==> src/rtl/i2cw_pkg.sv <==
package i2cw_pkg;

    typedef enum logic [2:0] {
        ST_IDLE,
        ST_RX,
        ST_RXACK,
        ST_TX,
        ST_TXACK,
        ST_SKIP
    } bus_st_e;

    typedef enum logic [1:0] {
        K_ADDR,
        K_CMD,
        K_DLO,
        K_DHI
    } rx_kind_e;

    typedef struct packed {
        bus_st_e     st;
        rx_kind_e    kind;
        logic [3:0]  bitcnt;
        logic [7:0]  sh;
        logic [7:0]  cmd;
        logic [7:0]  lo;
        logic [15:0] txw;
        logic [7:0]  txsh;
        logic        txhi;
        logic        go_tx;
        logic        commit;
        logic        mack;
        logic        oe;
        logic        wr_stb;
        logic [7:0]  wr_cmd;
        logic [15:0] wr_data;
        logic        rd_stb;
        logic [7:0]  rd_cmd;
    } ctl_t;

endpackage

==> src/rtl/i2cw_line_sync.sv <==
module i2cw_line_sync #(
    parameter int LINES  = 2,
    parameter int STAGES = 2
) (
    input  logic             clk,
    input  logic             rst_n,
    input  logic [LINES-1:0] raw_i,
    output logic [LINES-1:0] lvl_o,
    output logic [LINES-1:0] prev_o
);

    for (genvar g = 0; g < LINES; g++) begin : g_line
        logic [STAGES-1:0] chain_q;
        logic              prev_q;

        always_ff @(posedge clk or negedge rst_n) begin
            if (!rst_n) begin
                chain_q <= '1;
                prev_q  <= 1'b1;
            end else begin
                chain_q <= {chain_q[STAGES-2:0], raw_i[g]};
                prev_q  <= chain_q[STAGES-1];
            end
        end

        assign lvl_o[g]  = chain_q[STAGES-1];
        assign prev_o[g] = prev_q;
    end

endmodule

==> src/rtl/i2cw_reg_bank.sv <==
module i2cw_reg_bank #(
    parameter int                     NUM_RW    = 8,
    parameter int                     NUM_MEAS  = 3,
    parameter logic [NUM_RW*16-1:0]   CFG_RESET = '0,
    parameter logic [15:0]            ID_WORD   = 16'h0186
) (
    input  logic                   clk,
    input  logic                   rst_n,
    input  logic                   wr_en_i,
    input  logic [7:0]             wr_cmd_i,
    input  logic [15:0]            wr_data_i,
    input  logic [7:0]             rd_cmd_i,
    input  logic                   flag_clr_i,
    input  logic [7:0]             flag_set_i,
    input  logic [NUM_MEAS*16-1:0] meas_i,
    output logic [15:0]            rd_word_o,
    output logic [NUM_RW*16-1:0]   cfg_o,
    output logic [7:0]             flags_o
);

    localparam logic [7:0] FLAG_CODE = 8'(NUM_RW + NUM_MEAS);
    localparam logic [7:0] ID_CODE   = 8'(NUM_RW + NUM_MEAS + 1);

    logic [15:0] cfg_q [NUM_RW];
    logic [7:0]  flags_d, flags_q;

    for (genvar g = 0; g < NUM_RW; g++) begin : g_cfg
        always_ff @(posedge clk or negedge rst_n) begin
            if (!rst_n) begin
                cfg_q[g] <= CFG_RESET[g*16 +: 16];
            end else if (wr_en_i && (wr_cmd_i == 8'(g))) begin
                cfg_q[g] <= wr_data_i;
            end
        end
        assign cfg_o[g*16 +: 16] = cfg_q[g];
    end

    // A new event in the clearing cycle is kept.
    always_comb begin
        flags_d = flag_set_i | (flag_clr_i ? 8'h00 : flags_q);
    end

    always_ff @(posedge clk or negedge rst_n) begin
        if (!rst_n) flags_q <= 8'h00;
        else        flags_q <= flags_d;
    end

    assign flags_o = flags_q;

    always_comb begin
        rd_word_o = 16'h0000;
        for (int i = 0; i < NUM_RW; i++) begin
            if (rd_cmd_i == 8'(i)) rd_word_o = cfg_q[i];
        end
        for (int i = 0; i < NUM_MEAS; i++) begin
            if (rd_cmd_i == 8'(NUM_RW + i)) rd_word_o = meas_i[i*16 +: 16];
        end
        if (rd_cmd_i == FLAG_CODE) rd_word_o = {flags_q, 8'h00};
        if (rd_cmd_i == ID_CODE)   rd_word_o = ID_WORD;
    end

endmodule

==> src/rtl/wordreg_i2c_slave.sv <==
module wordreg_i2c_slave
    import i2cw_pkg::*;
#(
    parameter logic [6:0]           SLAVE_ADDR = 7'h60,
    parameter int                   NUM_RW     = 8,
    parameter int                   NUM_MEAS   = 3,
    parameter logic [NUM_RW*16-1:0] CFG_RESET  = 128'h0000_0000_0000_0000_0001_0000_0000_0001,
    parameter logic [15:0]          ID_WORD    = 16'h0186,
    parameter int                   SYNC_STAGES = 2
) (
    input  logic                   clk,
    input  logic                   rst_n,
    input  logic                   scl_i,
    input  logic                   sda_i,
    output logic                   sda_oe_o,
    input  logic [NUM_MEAS*16-1:0] meas_i,
    input  logic [7:0]             flag_set_i,
    output logic [NUM_RW*16-1:0]   cfg_o,
    output logic [7:0]             flags_o,
    output logic                   wr_stb_o,
    output logic [7:0]             wr_cmd_o,
    output logic [15:0]            wr_data_o,
    output logic                   rd_stb_o,
    output logic [7:0]             rd_cmd_o
);

    localparam logic [7:0] FLAG_CODE = 8'(NUM_RW + NUM_MEAS);

    logic [1:0]  lvl, prev;
    logic        scl_s, sda_s, scl_p, sda_p;
    logic        scl_rise, scl_fall, start_det, stop_det;
    logic [15:0] rd_word;
    ctl_t        d, q;

    i2cw_line_sync #(.LINES(2), .STAGES(SYNC_STAGES)) u_sync (
        .clk    (clk),
        .rst_n  (rst_n),
        .raw_i  ({sda_i, scl_i}),
        .lvl_o  (lvl),
        .prev_o (prev)
    );

    assign scl_s = lvl[0];
    assign sda_s = lvl[1];
    assign scl_p = prev[0];
    assign sda_p = prev[1];

    assign scl_rise  = scl_s & ~scl_p;
    assign scl_fall  = ~scl_s & scl_p;
    assign start_det = scl_s & scl_p & sda_p & ~sda_s;
    assign stop_det  = scl_s & scl_p & ~sda_p & sda_s;

    i2cw_reg_bank #(
        .NUM_RW    (NUM_RW),
        .NUM_MEAS  (NUM_MEAS),
        .CFG_RESET (CFG_RESET),
        .ID_WORD   (ID_WORD)
    ) u_bank (
        .clk        (clk),
        .rst_n      (rst_n),
        .wr_en_i    (q.wr_stb),
        .wr_cmd_i   (q.wr_cmd),
        .wr_data_i  (q.wr_data),
        .rd_cmd_i   (q.cmd),
        .flag_clr_i (q.rd_stb && (q.rd_cmd == FLAG_CODE)),
        .flag_set_i (flag_set_i),
        .meas_i     (meas_i),
        .rd_word_o  (rd_word),
        .cfg_o      (cfg_o),
        .flags_o    (flags_o)
    );

    always_comb begin
        d        = q;
        d.wr_stb = 1'b0;
        d.rd_stb = 1'b0;
        if (stop_det) begin
            d.st = ST_IDLE;
            d.oe = 1'b0;
        end else if (start_det) begin
            d.st     = ST_RX;
            d.kind   = K_ADDR;
            d.bitcnt = 4'd0;
            d.oe     = 1'b0;
        end else begin
            case (q.st)
                ST_RX: begin
                    if (scl_rise && (q.bitcnt < 4'd8)) begin
                        d.sh     = {q.sh[6:0], sda_s};
                        d.bitcnt = q.bitcnt + 4'd1;
                    end else if (scl_fall && (q.bitcnt == 4'd8)) begin
                        d.st     = ST_RXACK;
                        d.oe     = 1'b1;
                        d.commit = 1'b0;
                        d.go_tx  = 1'b0;
                        case (q.kind)
                            K_ADDR: begin
                                if (q.sh[7:1] == SLAVE_ADDR) begin
                                    d.kind = K_CMD;
                                    if (q.sh[0]) begin
                                        d.go_tx  = 1'b1;
                                        d.rd_stb = 1'b1;
                                        d.rd_cmd = q.cmd;
                                        d.txw    = rd_word;
                                    end
                                end else begin
                                    d.st = ST_SKIP;
                                    d.oe = 1'b0;
                                end
                            end
                            K_CMD: begin
                                d.cmd  = q.sh;
                                d.kind = K_DLO;
                            end
                            K_DLO: begin
                                d.lo   = q.sh;
                                d.kind = K_DHI;
                            end
                            default: d.commit = 1'b1;
                        endcase
                    end
                end
                ST_RXACK: begin
                    if (scl_fall) begin
                        d.bitcnt = 4'd0;
                        if (q.commit) begin
                            d.wr_stb  = (q.cmd < 8'(NUM_RW));
                            d.wr_cmd  = q.cmd;
                            d.wr_data = {q.sh, q.lo};
                            d.st      = ST_SKIP;
                            d.oe      = 1'b0;
                        end else if (q.go_tx) begin
                            d.st   = ST_TX;
                            d.txhi = 1'b0;
                            d.txsh = q.txw[7:0];
                            d.oe   = ~q.txw[7];
                        end else begin
                            d.st = ST_RX;
                            d.oe = 1'b0;
                        end
                    end
                end
                ST_TX: begin
                    if (scl_rise) begin
                        d.bitcnt = q.bitcnt + 4'd1;
                    end else if (scl_fall) begin
                        if (q.bitcnt == 4'd8) begin
                            d.st = ST_TXACK;
                            d.oe = 1'b0;
                        end else begin
                            d.txsh = {q.txsh[6:0], 1'b0};
                            d.oe   = ~q.txsh[6];
                        end
                    end
                end
                ST_TXACK: begin
                    if (scl_rise) begin
                        d.mack = ~sda_s;
                    end else if (scl_fall) begin
                        if (q.mack && !q.txhi) begin
                            d.st     = ST_TX;
                            d.txhi   = 1'b1;
                            d.txsh   = q.txw[15:8];
                            d.oe     = ~q.txw[15];
                            d.bitcnt = 4'd0;
                        end else begin
                            d.st = ST_SKIP;
                        end
                    end
                end
                default: ;
            endcase
        end
    end

    always_ff @(posedge clk or negedge rst_n) begin
        if (!rst_n) q <= '0;
        else        q <= d;
    end

    assign sda_oe_o  = q.oe;
    assign wr_stb_o  = q.wr_stb;
    assign wr_cmd_o  = q.wr_cmd;
    assign wr_data_o = q.wr_data;
    assign rd_stb_o  = q.rd_stb;
    assign rd_cmd_o  = q.rd_cmd;

endmodule

==> config.mk <==
export PLATFORM = sky130hd
export DESIGN_NAME = wordreg_i2c_slave
export DESIGN_NICKNAME = d
export VERILOG_FILES = /design/src/rtl/i2cw_pkg.sv /design/src/rtl/i2cw_line_sync.sv /design/src/rtl/i2cw_reg_bank.sv /design/src/rtl/wordreg_i2c_slave.sv
export SDC_FILE = /design/constraint.sdc
export NUM_CORES = 1
export LEC_CHECK = 0
export BUFFER_PORTS_ARGS = -buffer_cell sky130_fd_sc_hd__buf_2
export CORE_MARGIN = 3
export CORE_UTILIZATION = 25
export CTS_CLUSTER_SIZE = 10
export DETAILED_ROUTE_END_ITERATION = 12
export GPL_TIMING_DRIVEN = 0
export PLACE_DENSITY = 0.52
export SYNTH_ARGS = -nofsm -noshare
export SYNTH_HDL_FRONTEND = slang
export SYNTH_HIERARCHICAL = 1
export SYNTH_SLANG_ARGS = --single-unit
==> constraint.sdc <==
create_clock -name clk -period 2.1 [get_ports clk]
set_input_delay 0.42 -clock clk [delete_from_list [all_inputs] [get_ports clk]]
set_output_delay 0.42 -clock clk [all_outputs]
set_load 0.02 [all_outputs]
==> flow_summary_export.csv, run 1 <==
group,metric,value,unit
status,status,"complete, but fails checks",
status,violations,"setup timing",
min_path,whs_path_depth,2,
global_routing,gr-total-overflow,0,
clocking,cts_tree,"yes",
clocking,numCtsBuffers,30,
timing,maxSlewViolCount,0,
synthesis,synth_compound_area_share,12.3,%
critical_path,worstPathArrival,2.79,ns
timing,post-route-min-period,2.34,ns
synthesis,synth.top_cell.area_share,47.9,%
global_routing,antenna_found_initial,1,
critical_path,reg2reg_from,"q[77]",
drt,detail_route.iter0.violations,1092,
timing,fin_crit_sh,111,%
synthesis,syn-num-nets,1094,
cells_and_area,drive_above_1_share,57.3,%
place,place_ws,-1.09,ns
critical_path,reg2reg_depth,8,
clocking,cts.clk_slew.worst_paths,0.06,ns
timing,worst_slack,-0.239,ns
drt,wl,52.5,mm
synthesis,synth_fa_ha_area_share,0.628,%
drt,vias,10600,
synthesis,ys_ff_latch,237,
min_path,hold_end,"u_bank/flags_o[1]",
clocking,worstSkewPairLatency,0.58,ns
timing,slew_headroom,54.5,%
synthesis,synth-edff-count,0,
timing,worst_slew_pin_slew,0.683,ns
drt,drc,0,
global_routing,grt_first_pass_wirelength,74.3,mm
timing,max_freq,0.428,GHz
drt,routedWlPerCell,26.2,um
timing,setup_viol,62,
clocking,clockRootBuffer,"clkbuf_16",
critical_path,crit_fanout,5,
cells_and_area,final_util,36.3,%
drt,drt_pre_antenna_iters,6,
synthesis,synth_area_leaders,"dfrtp_1 48%, mux2_2 16%, mux2_1 4.7%",
synthesis,synth_mux_area_share,22.2,%
global_routing,grt_pass1_vias,10500,
power_and_ir_drop,p_per_area,648,nW/um^2
timing,hold_ws,0.0395,ns
critical_path,cp_data_required_time,2.55,ns
job,max_cap_violations,0,
floorplanning,die_area,50500,sq um
synthesis,yosysTopAreaCell,"dfrtp_1",
floorplanning,rows,79,
clocking,h-tree-depth,1,
global_routing,grt.total_usage,19.9,%
synthesis,yosysMostFrequentCell,"dfrtp_1",
synthesis,synth-simple-area-share,10.1,%
timing,rsz0062_at_grt,"yes",
synthesis,synth_top_family_by_area,"multiplexers",
floorplanning,fp.coreArea,46900,sq um
place,place.gp.congestion,0.922,
floorplanning,ios,231,
power_and_ir_drop,p_total,11.0,mW
timing,fin_tns_setup,-4.69,ns
cells_and_area,fillers,4720,
clocking,cts_max_path_buffers,3,
synthesis,syn_avg_cell_area,11.6,sq um
synthesis,netlist_instances,1028,
place,dp_hpwl,37.9,mm
drt,ant_nets,0,
place,port-buffer-count,230,
synthesis,synthTopCellsByCount,"229 x dfrtp_1, 171 x mux2_2, 56 x nor2_1, 50 x mux2_1, 49 x nand2_1",
timing,fin_skew,0.0236,ns
drt,vias_per_cell,5.30,
critical_path,r2r_end,"q[51]",
min_path,hp-start,"flag_set_i[1]",
synthesis,yosysSeqAreaShare,49.7,%
synthesis,synth-xor-area-share,0.0733,%
floorplanning,dieHeight,225,um
timing,hold_viol,0,
cells_and_area,nets,1440,
critical_path,path_class,"reg -> reg",
critical_path,critPathCaptureType,"register",
synthesis,ys.flop_type,"dfrtp_1",
synthesis,syn_area,12000,sq um
critical_path,cp-start-kind,"register",
synthesis,ys_warn_count,6,
clocking,cts.sink_count,237,
floorplanning,die-width,225,um
cells_and_area,diodes,0,
cells_and_area,syn2layout_area_growth,42.2,%
power_and_ir_drop,p_leak,8.20,nW
min_path,hold_class,"in -> reg",
global_routing,grt_max_degree,119,
synthesis,ys_types,78,
synthesis,async_reset_ff_share,100,%
critical_path,reg2reg_setup_slack,-0.24,ns
power_and_ir_drop,ir_worst_vdd,0.000584,V
floorplanning,initial_core_util,25.5,%
## cells by family (layout without fill, tap and decap cells)
group,Yosys count,count (layout)
and+or+nand+nor,224,225
xor gates and xnor gates,1,1
buffers and inverters,109,475
AOI/OAI and AO/OA,217,217
muxes,234,234
DFF,237,237
adders and majority gates,6,6
## how the worst max path moves through the flow
stage	startpoint	slack [ns]	cells past startpoint	end
after global routing	q[77]	-0.25	6	q[47]
after floorplan	q[77]	-0.07	8	q[62]
after CTS	q[75]	-0.22	6	q[47]
after global placement	rst_n	-3.86	1	u_bank/cfg_o[57]
after detailed placement	q[76]	-1.09	7	q[53]
final	q[77]	-0.24	8	q[51]
## cells in the final DEF, fill, tap and decap left out, types with 8 or more instances in the layout
cell | netlist | layout
clkbuf_4 | 0 | 8
clkbuf_16 | 0 | 34
a21o_1 | 9 | 9
clkbuf_8 | 0 | 9
mux2_4 | 0 | 89
clkbuf_1 | 35 | 16
buf_4 | 39 | 92
buf_6 | 2 | 35
clkbuf_2 | 0 | 8
nand3b_1 | 8 | 8
nand2_1 | 49 | 40
o211ai_1 | 12 | 12
nand2b_1 | 17 | 8
o22ai_1 | 21 | 21
mux2_2 | 171 | 132
dfrtp_1 | 229 | 216
buf_8 | 0 | 8
nor2_1 | 56 | 47
dfstp_2 | 8 | 8
a21oi_1 | 46 | 39
nand3_1 | 20 | 17
buf_2 | 15 | 232
o21ai_0 | 36 | 30
mux2i_1 | 10 | 10
dfrtp_2 | 0 | 13
inv_1 | 12 | 9
## sequential cells by signal, indices dropped and copies added, names as in the netlist
signal,count
u_bank/cfg_o,128
wr_cmd_o,8
u_sync/g_line.prev_q,2
rd_cmd_o,8
q,60
rd_stb_o,1
u_sync/g_line.chain_q,4
u_bank/flags_o,8
wr_stb_o,1
wr_data_o,16
sda_oe_o,1
## final cells by class
| type | instances | area, sq um | area share, % |
|---|---|---|---|
| flip-flops and latches | 237 | 5960 | 35.0 |
| multi-input cells | 683 | 6460 | 38.0 |
| repair buffers | 322 | 2090 | 12.3 |
| plain buffers | 87 | 783 | 4.61 |
| well taps | 607 | 759 | 4.47 |
| clock inverters | 6 | 35.0 | 0.206 |
| clock buffers | 47 | 866 | 5.09 |
| inverters | 13 | 52.6 | 0.309 |
## metal layers
| layer | track usage (%) | part of all wire (%) | vias up |
|---|---|---|---|
| li1 | - | - | 4498 |
| met1 | 27.7 | 44 | 5447 |
| met2 | 30.3 | 43 | 563 |
| met3 | 4.76 | 8.5 | 107 |
| met4 | 7.16 | 4.1 | 2 |
| met5 | 0 | 0.025 | - |
## through the flow
| stage | area, sq um | cells |
|---|---|---|
| detailed placement | 14000 | 1867 |
| CTS | 16300 | 1980 |
| global route | 17000 | 2002 |
| floorplan | 12000 | 1028 |
| global placement | 14000 | 1865 |
| finish | 17000 | 2002 |
## report_power, final
group / switching, mW / total, mW / internal [mW]
logic: 0.802 / 1.36 / 0.561
clock network: 1.99 / 4.79 / 2.80
registers: 0.150 / 4.88 / 4.73
## critical path, stage by stage (launching register included)
cell and delay, ns:
dfrtp_2 0.43, or4_4 0.63, clkbuf_16 0.21, buf_12 0.12, nor2_4 0.19, nand4_1 0.13, o211ai_1 0.16, nand2_1 0.08
mux2_4 0.27
## what timing repair did
item                                    4_1_cts  5_1_grt
pin swaps                                    35       34
endpoints found under the setup margin      204      186
resized for setup                           255      123
hold buffers                                  3        0
endpoints found under the hold margin        14        0
buffers inserted                             58       22
cloned                                        6        3
No activity file was read; power rests on OpenSTA's default activity.
==> run 2: changes to the inputs <==
- CTS_BUF_LIST: default -> sky130_fd_sc_hd__clkbuf_4 sky130_fd_sc_hd__clkbuf_8 sky130_fd_sc_hd__clkbuf_16
==> run 2 against run 1 <==
Against the previous run:
- the run still ends with setup timing left
- final area about the same
- combinational power hardly changed
- global-route usage did not move
- setup slack about the same
- sequential power hardly changed
- final cell count is essentially flat
- wire length shrank 0.46%
- core utilization about the same
- clock skew is 0.0023 ns lower
- critical path type unchanged
- largest power group is now clock
- highest routed layer unchanged
==> flow_summary_export.csv, run 2 (synthesis results as in run 1) <==
group,metric,value,unit
timing,rsz0062_at_grt,"yes",
critical_path,path_class,"reg -> reg",
clocking,numCtsBuffers,30,
clocking,clockRootBuffer,"clkbuf_16",
floorplanning,dieHeight,225,um
min_path,hold_end,"u_bank/flags_o[1]",
critical_path,cp-start-kind,"register",
job,max_cap_violations,0,
drt,drt_pre_antenna_iters,6,
floorplanning,rows,79,
cells_and_area,diodes,0,
critical_path,crit_fanout,5,
floorplanning,die_area,50500,sq um
global_routing,grt_first_pass_wirelength,74.3,mm
drt,drc,0,
cells_and_area,syn2layout_area_growth,42.1,%
min_path,hold_class,"in -> reg",
critical_path,reg2reg_depth,8,
timing,hold_viol,0,
cells_and_area,fillers,4710,
critical_path,crit_chain,"or4_4, clkbuf_16, buf_12, nor2_4, nand4_1, o211ai_1, nand2_1, mux2_4",
min_path,whs_path_depth,2,
drt,routedWlPerCell,26.1,um
clocking,cts.clk_slew.worst_paths,0.06,ns
place,dp_hpwl,37.9,mm
critical_path,path_delay_family,"simple AND/OR/NAND/NOR gates",
global_routing,grt.total_usage,19.9,%
timing,max_freq,0.428,GHz
timing,hold_ws,0.0372,ns
drt,detail_route.iter0.violations,1024,
place,port-buffer-count,230,
cells_and_area,largest_reg_flops,128,
min_path,hp-start,"flag_set_i[1]",
cells_and_area,multi_input_area,6430,sq um
critical_path,cp_data_required_time,2.55,ns
critical_path,r2r_end,"q[51]",
cells_and_area,regArea,5960,sq um
floorplanning,initial_core_util,25.5,%
clocking,h-tree-depth,1,
power_and_ir_drop,p_total,11.2,mW
clocking,worstSkewPairLatency,0.57,ns
timing,worst_slack,-0.239,ns
floorplanning,die-width,225,um
power_and_ir_drop,p_leak,8.22,nW
timing,slew_headroom,53.2,%
drt,vias_per_cell,5.25,
clocking,cts_max_path_buffers,3,
critical_path,worstPathArrival,2.79,ns
floorplanning,ios,231,
place,place.gp.congestion,0.922,
critical_path,critPathCaptureType,"register",
drt,ant_nets,0,
timing,fin_skew,0.0213,ns
global_routing,antenna_found_initial,1,
status,violations,"setup timing",
status,status,"complete, but fails checks",
critical_path,reg2reg_from,"q[77]",
timing,setup_viol,62,
cells_and_area,final_common_cell,"buf_2",
global_routing,grt_pass1_vias,10500,
drt,vias,10500,
clocking,cts.sink_count,237,
cells_and_area,drive_above_1_share,58.5,%
critical_path,reg2reg_setup_slack,-0.24,ns
power_and_ir_drop,p_per_area,658,nW/um^2
clocking,cts_tree,"yes",
cells_and_area,nets,1438,
floorplanning,fp.coreArea,46900,sq um
cells_and_area,layout_common_cells,"233 x buf_2, 216 x dfrtp_1, 133 x mux2_2, 92 x buf_4, 88 x mux2_4",
global_routing,gr-total-overflow,0,
critical_path,slowest_stage,"or4_4",
critical_path,worst-path-buf-inv,2,
timing,worst_slew_pin_slew,0.702,ns
power_and_ir_drop,ir_worst_vdd,0.000581,V
timing,post-route-min-period,2.34,ns
drt,wl,52.3,mm
timing,maxSlewViolCount,0,
global_routing,grt_max_degree,119,
critical_path,worst_path_largest_cell_delay,0.63,ns
timing,fin_crit_sh,111,%
[run 2: layout make-up]
cell class | instances | area share, %
multi-input combinational | 683 | 37.9
sequential | 237 | 35.1
timing repair buffer | 320 | 12.2
clock buffer | 47 | 5.38
buffer | 87 | 4.52
tap | 607 | 4.47
inverter | 13 | 0.309
clock inverter | 6 | 0.206
[run 2: repair_timing]
item,CTS,global route
gates cloned,6,3
setup buffers,57,21
hold buffers,3,0
pin swaps,35,27
endpoints found under the setup margin,204,186
gates resized for setup,255,115
endpoints found under the hold margin,14,0
[run 2: worst register-to-register path, delay by kind of cell (launching register included)]
kind | cells | cell delay (ns)
AOI/OAI and AO/OA | 1 | 0.16
buffers and inverters | 2 | 0.35
DFF | 1 | 0.43
muxes | 1 | 0.27
and+or+nand+nor | 4 | 1.02
[run 2: worst max-delay path by stage]
stage               start               end  cells past startpoint
finish              q[77]             q[51]                      8
global route        q[77]             q[47]                      6
CTS                 q[75]             q[47]                      6
detailed placement  q[76]             q[53]                      7
global placement    rst_n  u_bank/cfg_o[57]                      1
floorplan           q[77]             q[62]                      8
[run 2: per-layer routing]
metal / vias up / wire [um] / GRT usage (%) / part of all wire (%)
li1: 4503 / - / - / -
met1: 5358 / 22700 / 27.8 / 43
met2: 544 / 22800 / 30.3 / 44
met3: 101 / 4800 / 4.76 / 9.2
met4: 2 / 1950 / 7.16 / 3.7
met5: - / 13 / 0 / 0.025
[run 2: stage by stage]
stage | TNS (ns) | setup WS (ns) | cell area, sq um | cells | utilization [%]
final | -4.73 | -0.239 | 17000 | 2000 | 36.3
after global routing | -9.82 | -0.255 | 17000 | 2000 | 36.3
after CTS | -3.71 | -0.216 | 16400 | 1979 | 34.9
after detailed placement | -79.16 | -1.09 | 14000 | 1867 | 29.9
after global placement | -970.73 | -3.86 | 14000 | 1865 | 29.8
after floorplan | -0.974 | -0.0720 | 12000 | 1028 | -
[run 2: report_power, final]
part	switching (mW)	total, mW	leakage, nW	internal [mW]
Sequential	0.151	4.88	3.20	4.73
Clock	1.98	4.95	0.479	2.97
Combinational	0.799	1.36	4.54	0.561
==> run 3: changes to the inputs <==
- SYNTH_HIERARCHICAL: 1 -> default
==> run 3 against run 2 <==
Against the previous run:
- the flow still finishes with violations (setup timing)
- clock skew is 0.010 ns lower
- via count is 8.0% lower
- sequential power is 1% higher
- combinational power is 9% higher
- final area is 3.0% lower
- global-route usage is 1.3 points lower
- critical endpoint is now q[48]
==> flow_summary_export.csv, run 3 <==
group,metric,value,unit
status,status,"complete, but fails checks",
status,violations,"setup timing",
cells_and_area,final_util,36.0,%
cells_and_area,layout_common_cells,"230 x buf_2, 227 x dfrtp_1, 143 x mux2_2, 91 x buf_4, 59 x mux2_4",
power_and_ir_drop,p_leak,7.91,nW
cells_and_area,final_common_cell,"buf_2",
power_and_ir_drop,ir_worst_vdd,0.000756,V
cells_and_area,final_area,16500,sq um
timing,fin_skew,0.0112,ns
clocking,worstSkewPairLatency,0.57,ns
timing,max_freq,0.445,GHz
clocking,clockRootBuffer,"clkbuf_16",
timing,worst_slew_pin_slew,0.944,ns
floorplanning,dieHeight,222,um
synthesis,synth-edff-count,0,
critical_path,cp-start-kind,"register",
timing,hold_viol,0,
drt,detail_route.iter0.violations,782,
drt,drc,0,
cells_and_area,regArea,5940,sq um
cells_and_area,syn2layout_area_growth,41.4,%
drt,ant_nets,0,
floorplanning,die-width,222,um
clocking,cts.clk_slew.worst_paths,0.06,ns
clocking,cts.sink_count,237,
floorplanning,fp.coreArea,45800,sq um
critical_path,worstPathArrival,2.70,ns
power_and_ir_drop,p_per_area,721,nW/um^2
floorplanning,ios,231,
place,place.gp.congestion,0.866,
synthesis,synthTopCellsByCount,"229 x dfrtp_1, 202 x mux2_2, 60 x nand2_1, 42 x nor2_1, 40 x a21oi_1",
cells_and_area,multi_input_area,5850,sq um
drt,drt_pre_antenna_iters,5,
place,dp_hpwl,33.3,mm
synthesis,synth.top_cell.area_share,49.1,%
global_routing,grt_first_pass_wirelength,68.9,mm
job,max_cap_violations,0,
global_routing,grt_pass1_vias,9902,
synthesis,syn_avg_cell_area,12.0,sq um
synthesis,yosysTopAreaCell,"dfrtp_1",
place,place_ws,-1.24,ns
synthesis,async_reset_ff_share,100,%
cells_and_area,fillers,4492,
place,port-buffer-count,230,
timing,worst_slack,-0.150,ns
clocking,cts_max_path_buffers,3,
floorplanning,initial_core_util,25.5,%
critical_path,crit_fanout,5,
drt,vias,9664,
critical_path,critPathCaptureType,"register",
timing,hold_ws,0.0317,ns
clocking,h-tree-depth,1,
synthesis,yosysSeqAreaShare,50.9,%
timing,post-route-min-period,2.25,ns
synthesis,netlist_instances,971,
timing,slew_headroom,36.8,%
min_path,hold_class,"in -> reg",
drt,routedWlPerCell,24.8,um
cells_and_area,nets,1371,
global_routing,grt.total_usage,18.6,%
critical_path,cp_data_required_time,2.55,ns
synthesis,yosysMostFrequentCell,"dfrtp_1",
drt,wl,48.0,mm
critical_path,path_class,"reg -> reg",
global_routing,antenna_found_initial,8,
floorplanning,die_area,49300,sq um
global_routing,grt_max_degree,100,
synthesis,syn-num-nets,1037,
drt,vias_per_cell,5.00,
cells_and_area,largest_reg_flops,128,
synthesis,synth_area_leaders,"dfrtp_1 49%, mux2_2 20%, mux2i_1 3.1%",
synthesis,ys.flop_type,"dfrtp_1",
timing,maxSlewViolCount,0,
cells_and_area,drive_above_1_share,55.2,%
synthesis,ys_ff_latch,237,
synthesis,ys_warn_count,0,
timing,fin_crit_sh,107,%
synthesis,syn_area,11700,sq um
clocking,numCtsBuffers,31,
timing,rsz0062_at_grt,"yes",
clocking,cts_tree,"yes",
floorplanning,rows,78,
timing,setup_viol,29,
place,placed_cell_area,13700,sq um
global_routing,gr-total-overflow,0,
synthesis,ys_types,72,
## run 3: cell count changes after synthesis, sizes merged, moves of 10 or more
cell,previous run,this run
nor2,57,43
mux2i,10,36
nand3,20,10
o21ai,41,31
nand2,49,61
mux2,221,202
## run 3: worst paths after layout
check                                         endpoint  slack, ns                   startpoint  cells past startpoint
setup / recovery                                 q[48]      -0.15                        q[87]                      9
hold / removal                       u_bank.flags_o[4]       0.03                flag_set_i[4]                      2
setup reg to reg                                 q[48]      -0.15                        q[87]                      9
hold reg to reg            u_sync.g_line[1].chain_q[1]       0.37  u_sync.g_line[1].chain_q[0]                      0
max in group asynchronous              u_bank.cfg_o[8]       0.43                        rst_n                      4
min in group asynchronous            u_bank.flags_o[1]       0.35                        rst_n                      2
## run 3: per-stage QoR
stage / cells / total power, mW / setup TNS (ns)
after global placement: 1801 / 6.12 / -1005.40
after floorplan: 971 / 5.67 / -1.22
after CTS: 1906 / 11.9 / -3.83
after detailed placement: 1803 / 6.16 / -101.48
final: 1932 / 11.9 / -1.58
after global routing: 1929 / 12.3 / -15.07
## run 3: cells by family after synthesis
kind of cell	share of synthesized area, %
and+or+nand+nor	8.80
muxes	24.5
adders and majority gates	0.644
buffers and inverters	4.81
AOI/OAI and AO/OA	10.1
xor gates and xnor gates	0.150
DFF	50.9
## run 3: routing by layer
layer  vias up  track usage (%)  part of all wire, %
met4         0             4.21                  1.9
met3        54             5.08                  9.0
li1       4225                -                    -
met5         -                0                    0
met2       403             29.3                   45
met1      4982             25.6                   44
## run 3: area by class of cell
type,instances,area share (%)
clock inverters,7,0.713
well taps,600,4.55
flip-flops and latches,237,36.0
repair buffers,310,12.6
diodes,5,0.0759
inverters,17,0.486
plain buffers,80,4.42
clock buffers,48,5.67
multi-input cells,628,35.5
## run 3: worst max-delay path, cell delays in order, from the launching register on
cell      delay [ns]
dfrtp_1         0.39
inv_2           0.08
ha_4            0.12
nand3b_1        0.14
or4_4           0.47
buf_6           0.14
or3_4           0.39
buf_12          0.16
mux2i_2         0.18
a21oi_1         0.06
## run 3: what timing repair did
item	CTS	global route
resized for setup	182	106
cloned	4	4
hold buffers	4	0
pin swaps	14	24
endpoints found under the setup margin	213	196
buffers inserted	48	20
hold endpoints to repair	48	0
## run 3: power by group
group / switching (mW) / leakage, nW / internal [mW]
registers: 0.195 / 3.17 / 4.73
clock network: 2.07 / 0.532 / 3.41
logic: 0.818 / 4.20 / 0.665
